### src/rtl/sdram_init_seq.sv
module sdram_init_seq #(
  parameter int ROW_W   = 13,
  parameter int RF_W    = 16,
  parameter int GAP_CYC = 2
) (
  input  logic             clk,
  input  logic             rst_n,
  input  logic             hb_valid,
  input  logic             hb_write,
  input  logic             hb_reg,
  input  logic [ROW_W+1:0] hb_addr,
  input  logic [RF_W-1:0]  hb_wdata,
  output logic             hb_ready,
  output logic             sd_cke,
  output logic             sd_cs_n,
  output logic             sd_ras_n,
  output logic             sd_cas_n,
  output logic             sd_we_n,
  output logic [1:0]       sd_ba,
  output logic [ROW_W-1:0] sd_a
);
  localparam int GW = $clog2(GAP_CYC + 1);
  localparam int PW = 4;
  localparam int AP = 10;
  localparam logic [3:0] C_NOP = 4'b0111;
  localparam logic [3:0] C_PRE = 4'b0010;
  localparam logic [3:0] C_REF = 4'b0001;
  localparam logic [3:0] C_MRS = 4'b0000;
  localparam logic [2:0] M_NOP  = 3'b111;
  localparam logic [2:0] M_PALL = 3'b101;
  localparam logic [2:0] M_MRS  = 3'b011;
  localparam logic [GW-1:0] GAP_LD = GW'(GAP_CYC);

  logic [2:0]       mode_q;
  logic [RF_W-1:0]  rf_int_q, rf_cnt_q;
  logic [PW-1:0]    pend_q, pend_d;
  logic             pall_q, pall_go, ref_go;
  logic [GW-1:0]    gap_q;
  logic [3:0]       cmd_q, cmd_d;
  logic [1:0]       ba_q, ba_d;
  logic [ROW_W-1:0] a_q, a_d;
  logic [1:0]       bank;
  logic             ref_ok, due, idle, acc, wr_mode, wr_int;

  assign bank     = hb_addr[ROW_W+1:ROW_W];
  assign ref_ok   = mode_q[0] && (mode_q != M_NOP);
  assign due      = ref_ok && (rf_int_q != '0) && (rf_cnt_q == RF_W'(1));
  assign idle     = (gap_q == '0);
  assign hb_ready = idle && (pend_q == '0) && !due && !pall_q;
  assign acc      = hb_valid && hb_ready;
  assign wr_mode  = acc && hb_reg && hb_write && !hb_addr[0];
  assign wr_int   = acc && hb_reg && hb_write && hb_addr[0];

  always_comb begin
    cmd_d   = C_NOP;
    ba_d    = '0;
    a_d     = '0;
    ref_go  = 1'b0;
    pall_go = 1'b0;
    if (idle) begin
      if (ref_ok && (due || pend_q != '0)) begin
        cmd_d  = C_REF;
        ref_go = 1'b1;
      end else if (pall_q) begin
        cmd_d   = C_PRE;
        a_d[AP] = 1'b1;
        pall_go = 1'b1;
      end else if (acc && !hb_reg) begin
        if (hb_write && mode_q == M_PALL) begin
          cmd_d = C_PRE;
          ba_d  = bank;
        end else if (!hb_write && mode_q == M_MRS) begin
          cmd_d = C_MRS;
          ba_d  = bank;
          a_d   = hb_addr[ROW_W-1:0];
        end
      end
    end
  end

  always_comb begin
    pend_d = pend_q;
    if (!ref_ok)
      pend_d = '0;
    else if (ref_go) begin
      if (!due) pend_d = pend_q - PW'(1);
    end else if (due && pend_q != '1)
      pend_d = pend_q + PW'(1);
  end

  always_ff @(posedge clk or negedge rst_n) begin
    if (!rst_n) begin
      mode_q   <= '0;
      rf_int_q <= '0;
      rf_cnt_q <= '0;
      pend_q   <= '0;
      pall_q   <= 1'b0;
      gap_q    <= '0;
      cmd_q    <= C_NOP;
      ba_q     <= '0;
      a_q      <= '0;
    end else begin
      cmd_q  <= cmd_d;
      ba_q   <= ba_d;
      a_q    <= a_d;
      pend_q <= pend_d;
      if (cmd_d != C_NOP)
        gap_q <= GAP_LD;
      else if (!idle)
        gap_q <= gap_q - GW'(1);
      if (wr_mode) begin
        mode_q <= hb_wdata[2:0];
        pall_q <= (hb_wdata[2:0] == M_PALL);
      end else if (pall_go)
        pall_q <= 1'b0;
      if (wr_int) begin
        rf_int_q <= hb_wdata;
        rf_cnt_q <= hb_wdata;
      end else if (ref_ok && rf_int_q != '0)
        rf_cnt_q <= (rf_cnt_q == RF_W'(1)) ? rf_int_q : rf_cnt_q - RF_W'(1);
    end
  end

  assign {sd_cs_n, sd_ras_n, sd_cas_n, sd_we_n} = cmd_q;
  assign sd_cke = mode_q[0];
  assign sd_ba  = ba_q;
  assign sd_a   = a_q;
endmodule

### config.mk
export PLATFORM = sky130hd
export DESIGN_NAME = sdram_init_seq
export DESIGN_NICKNAME = d
export VERILOG_FILES = /design/src/rtl/sdram_init_seq.sv
export SDC_FILE = /design/constraint.sdc
export NUM_CORES = 1
export LEC_CHECK = 0
export CAP_MARGIN = 5
export CORE_ASPECT_RATIO = 0.75
export CORE_MARGIN = 5
export CORE_UTILIZATION = 40
export CTS_CLUSTER_DIAMETER = 150
export DETAILED_ROUTE_END_ITERATION = 8
export PLACE_DENSITY = 0.66
export SETUP_SLACK_MARGIN = 0.02
export SLEW_MARGIN = 20
export SYNTH_ARGS = -nofsm -noshare
export SYNTH_HDL_FRONTEND = slang
export SYNTH_SLANG_ARGS = --single-unit
### constraint.sdc
create_clock -name clk -period 2.8 [get_ports clk]
set_input_delay 0.28 -clock clk [delete_from_list [all_inputs] [get_ports clk]]
set_output_delay 0.28 -clock clk [all_outputs]
set_load 0.02 [all_outputs]
==> flow_metrics.tcl <==
set metrics [dict create \
    outcome "finished clean" \
    finalPower_mw 3.494 \
    grt_max_degree 34 \
    synth_top_area_cell "dfrtp_1" \
    synth.distinct_cells 59 \
    die-area_um2 9787 \
    crit_type "flip-flop to flip-flop" \
    drv_cap 0 \
    clock_path_buffers 2 \
    layout.cells.non_filler 512 \
    r2r_slack_ns 0.19 \
    grt_use_met3_pct 3.750 \
    regArea_um2 1505 \
    slew_headroom_pct 57.07 \
    drtAntennaViolNets 0 \
    syn-instance-count 326 \
    multiInputGateArea_um2 1554 \
    required_ns 3.02 \
    syn_area_um2 3157 \
    finClkSkew_ns 0.005795 \
    crit_path_end_kind "flip-flop" \
    top_usage_layer "met2" \
    filler_cell_count 743 \
    timing.final.crit_share_pct 93.26 \
    yosysSeqAreaShare_pct 47.68 \
    cp_cell_sequence "nor4_4 -> nand4_1 -> a21oi_1 -> nor2_1 -> and2_1 -> buf_4 -> ha_1 -> a21oi_2 -> and3_1 -> mux2i_1 -> xor2_1 -> nor2_1" \
    diodes 0 \
    use_met2_pct 26.08 \
    area_growth_pct 31.95 \
    gp_congestion 0.8708 \
    die_y_um 86.94 \
    layout_setup_ws_ns 0.1888 \
    slew_violations 0 \
    avgSynthCellArea_um2 9.683 \
    dpl_cell_area_um2 3899 \
    synthTopCellsByArea "dfrtp_1, nand2_1, nor2_1" \
    cp_max_fo 3 \
    dr.pass1.iters 4 \
    start_util_pct 40.59 \
    final.min_clock_period_ns 2.611 \
    vias 2736 \
    drtIter0Drc 179 \
    clk_latency_ns 0.34 \
    post-route-util_pct 53.56 \
    p_leak_nw 1.861 \
    dp_slack_ns 0.05089 \
    place_hpwl_mm 5.961 \
    finalInstanceArea_um2 4165 \
    synth_top_cell_area_share_pct 45.18 \
    grt_overflow_total 0 \
    vdd_ir_drop_max_uv 363.4 \
    hold_viol_final 0 \
    crit_top_cell "nor2_1" \
    io_pins 57 \
    grt_use_total_pct 17.19 \
    die_width_um 112.6 \
    met1_usage_pct 24.23 \
    yosysWarnings 0 \
    worst_pin_slew_ns 0.6440 \
    synth-edff-count 0 \
    cp-start-kind "flip-flop" \
    cp_num_buf_inv 1 \
    cp_slowest_cell "dfrtp_1" \
    num_rows 28 \
    hold_class "primary input to flip-flop" \
    ys_async_sr_fraction_pct 100.0 \
    timing.fmax_mhz 383.0 \
    tritoncts "yes" \
    final-setup-viol-count 0 \
    core_um2 7777 \
    fin_nets 444 \
    grt_pass1_wl_mm 13.31 \
    worst_ep_arrival_time_ns 2.83 \
    antenna_found_initial 0 \
    critPathTopFamily "simple AND/OR/NAND/NOR gates" \
    wl_mm 8.089 \
    rsz0062_at_grt "no" \
    portBuffers 55 \
    wl_per_cell_um 15.80 \
    route.detailed.drc 0 \
    setup-tns-final_ns 0 \
    grt_pass1_vias 2666 \
    power.density_nw_per_um2 838.9 \
    dpl.cell_count 492 \
    synth_seq_cells 60 \
    vias_per_cell 5.344 \
    cts-htree-levels 3 \
    ys.flop_type "dfrtp_1" \
    numCtsBuffers 9 \
    cts.sinks 60 \
    drive_gt1_share_pct 16.22 \
    hold_slack_ns 0.4877 \
    cts.clk_slew.worst_paths_ns 0.07 \
    cpPeakStageDelay_ns 0.42 \
    syn_nets 368 \
    cts_root_buf "clkbuf_8" \
]
worst paths after layout:
kind,cells past startpoint,start,end
setup / recovery,12,rf_int_q[13],pend_q[3]
hold / removal,3,hb_wdata[6],rf_int_q[6]
setup reg to reg,12,rf_int_q[13],pend_q[3]
max in group asynchronous,3,rst_n,cmd_q[0]
min in group asynchronous,2,rst_n,rf_cnt_q[8]
hold reg to reg,1,gap_q[0],gap_q[0]
cells by family after synthesis:
group                      Yosys count  share of synthesized area [%]
adders and majority gates            6                          2.616
muxes                                9                          3.012
xor gates and xnor gates             3                         0.8325
AOI/OAI and AO/OA                   69                          14.59
and+or+nand+nor                    158                          27.47
DFF                                 60                          47.68
other                                1                         0.1188
buffers and inverters               20                          3.686
registers in the layout, summed over array words and instances (netlist names):
signal	flops
rf_cnt_q	16
rf_int_q	16
sd_a	13
pend_q	4
cmd_q	3
mode_q	3
gap_q	2
sd_ba	2
pall_q	1
cell usage after synthesis, drive strengths merged, types with 2 or more instances:
cell type	number
nor4	8
a21oi	20
dfstp	3
or3	3
nand2b	2
nand3	6
nor3	9
ha	5
and2	16
inv	7
nor2	35
o21ai	20
o31ai	4
xor2	3
a41oi	2
o2bb2ai	2
and3b	2
a41o	2
a31oi	2
o22ai	6
buf	9
nand4	5
a211oi	2
mux2i	5
mux2	4
and4	3
nand2	58
dfrtp	57
clkbuf	4
or2	2
and3	2
power by group:
part	leakage [nW]	total [mW]	internal [mW]	switching [mW]
sequential	0.757	1.48	1.12	0.353
clock	0.113	0.859	0.521	0.338
combinational	0.991	1.16	0.550	0.608
total	1.86	3.49	2.19	1.30
layer usage:
layer	vias to the layer above	wire, µm
li1	1304	-
met1	1352	3832
met3	9	425
met2	71	3741
met5	-	0
met4	0	89
final cells by class:
cell class	instances	area share [%]
tap	105	3.154
sequential	60	36.14
inverter	7	0.6308
clock inverter	5	1.802
clock buffer	11	3.394
timing repair buffer	78	17.57
multi-input combinational	246	37.31
worst min-delay path, cell delays in order:
cell	delay (ns)
clkdlybuf4s50_1	0.40
nand2_1	0.07
nand2_1	0.05
layout by cell type (no fill, tap or decap), types with 7 or more instances in the layout:
cell type        instances
a21oi_1                 18
o21ai_1                  7
clkdlybuf4s50_1         53
inv_1                    7
dfrtp_1                 57
nand2_1                 54
buf_4                   21
and2_1                  16
clkbuf_8                10
nor2_1                  34
o21ai_0                 10
repair_timing:
action                                 CTS  global route
cloned                                   0             0
pin swaps                                0             2
resized for setup                        2             2
endpoints found under the hold margin   25             0
buffers inserted                         0             3
setup endpoints to repair                1             1
hold buffers                             1             0
Power figures use the tool's default switching activity.
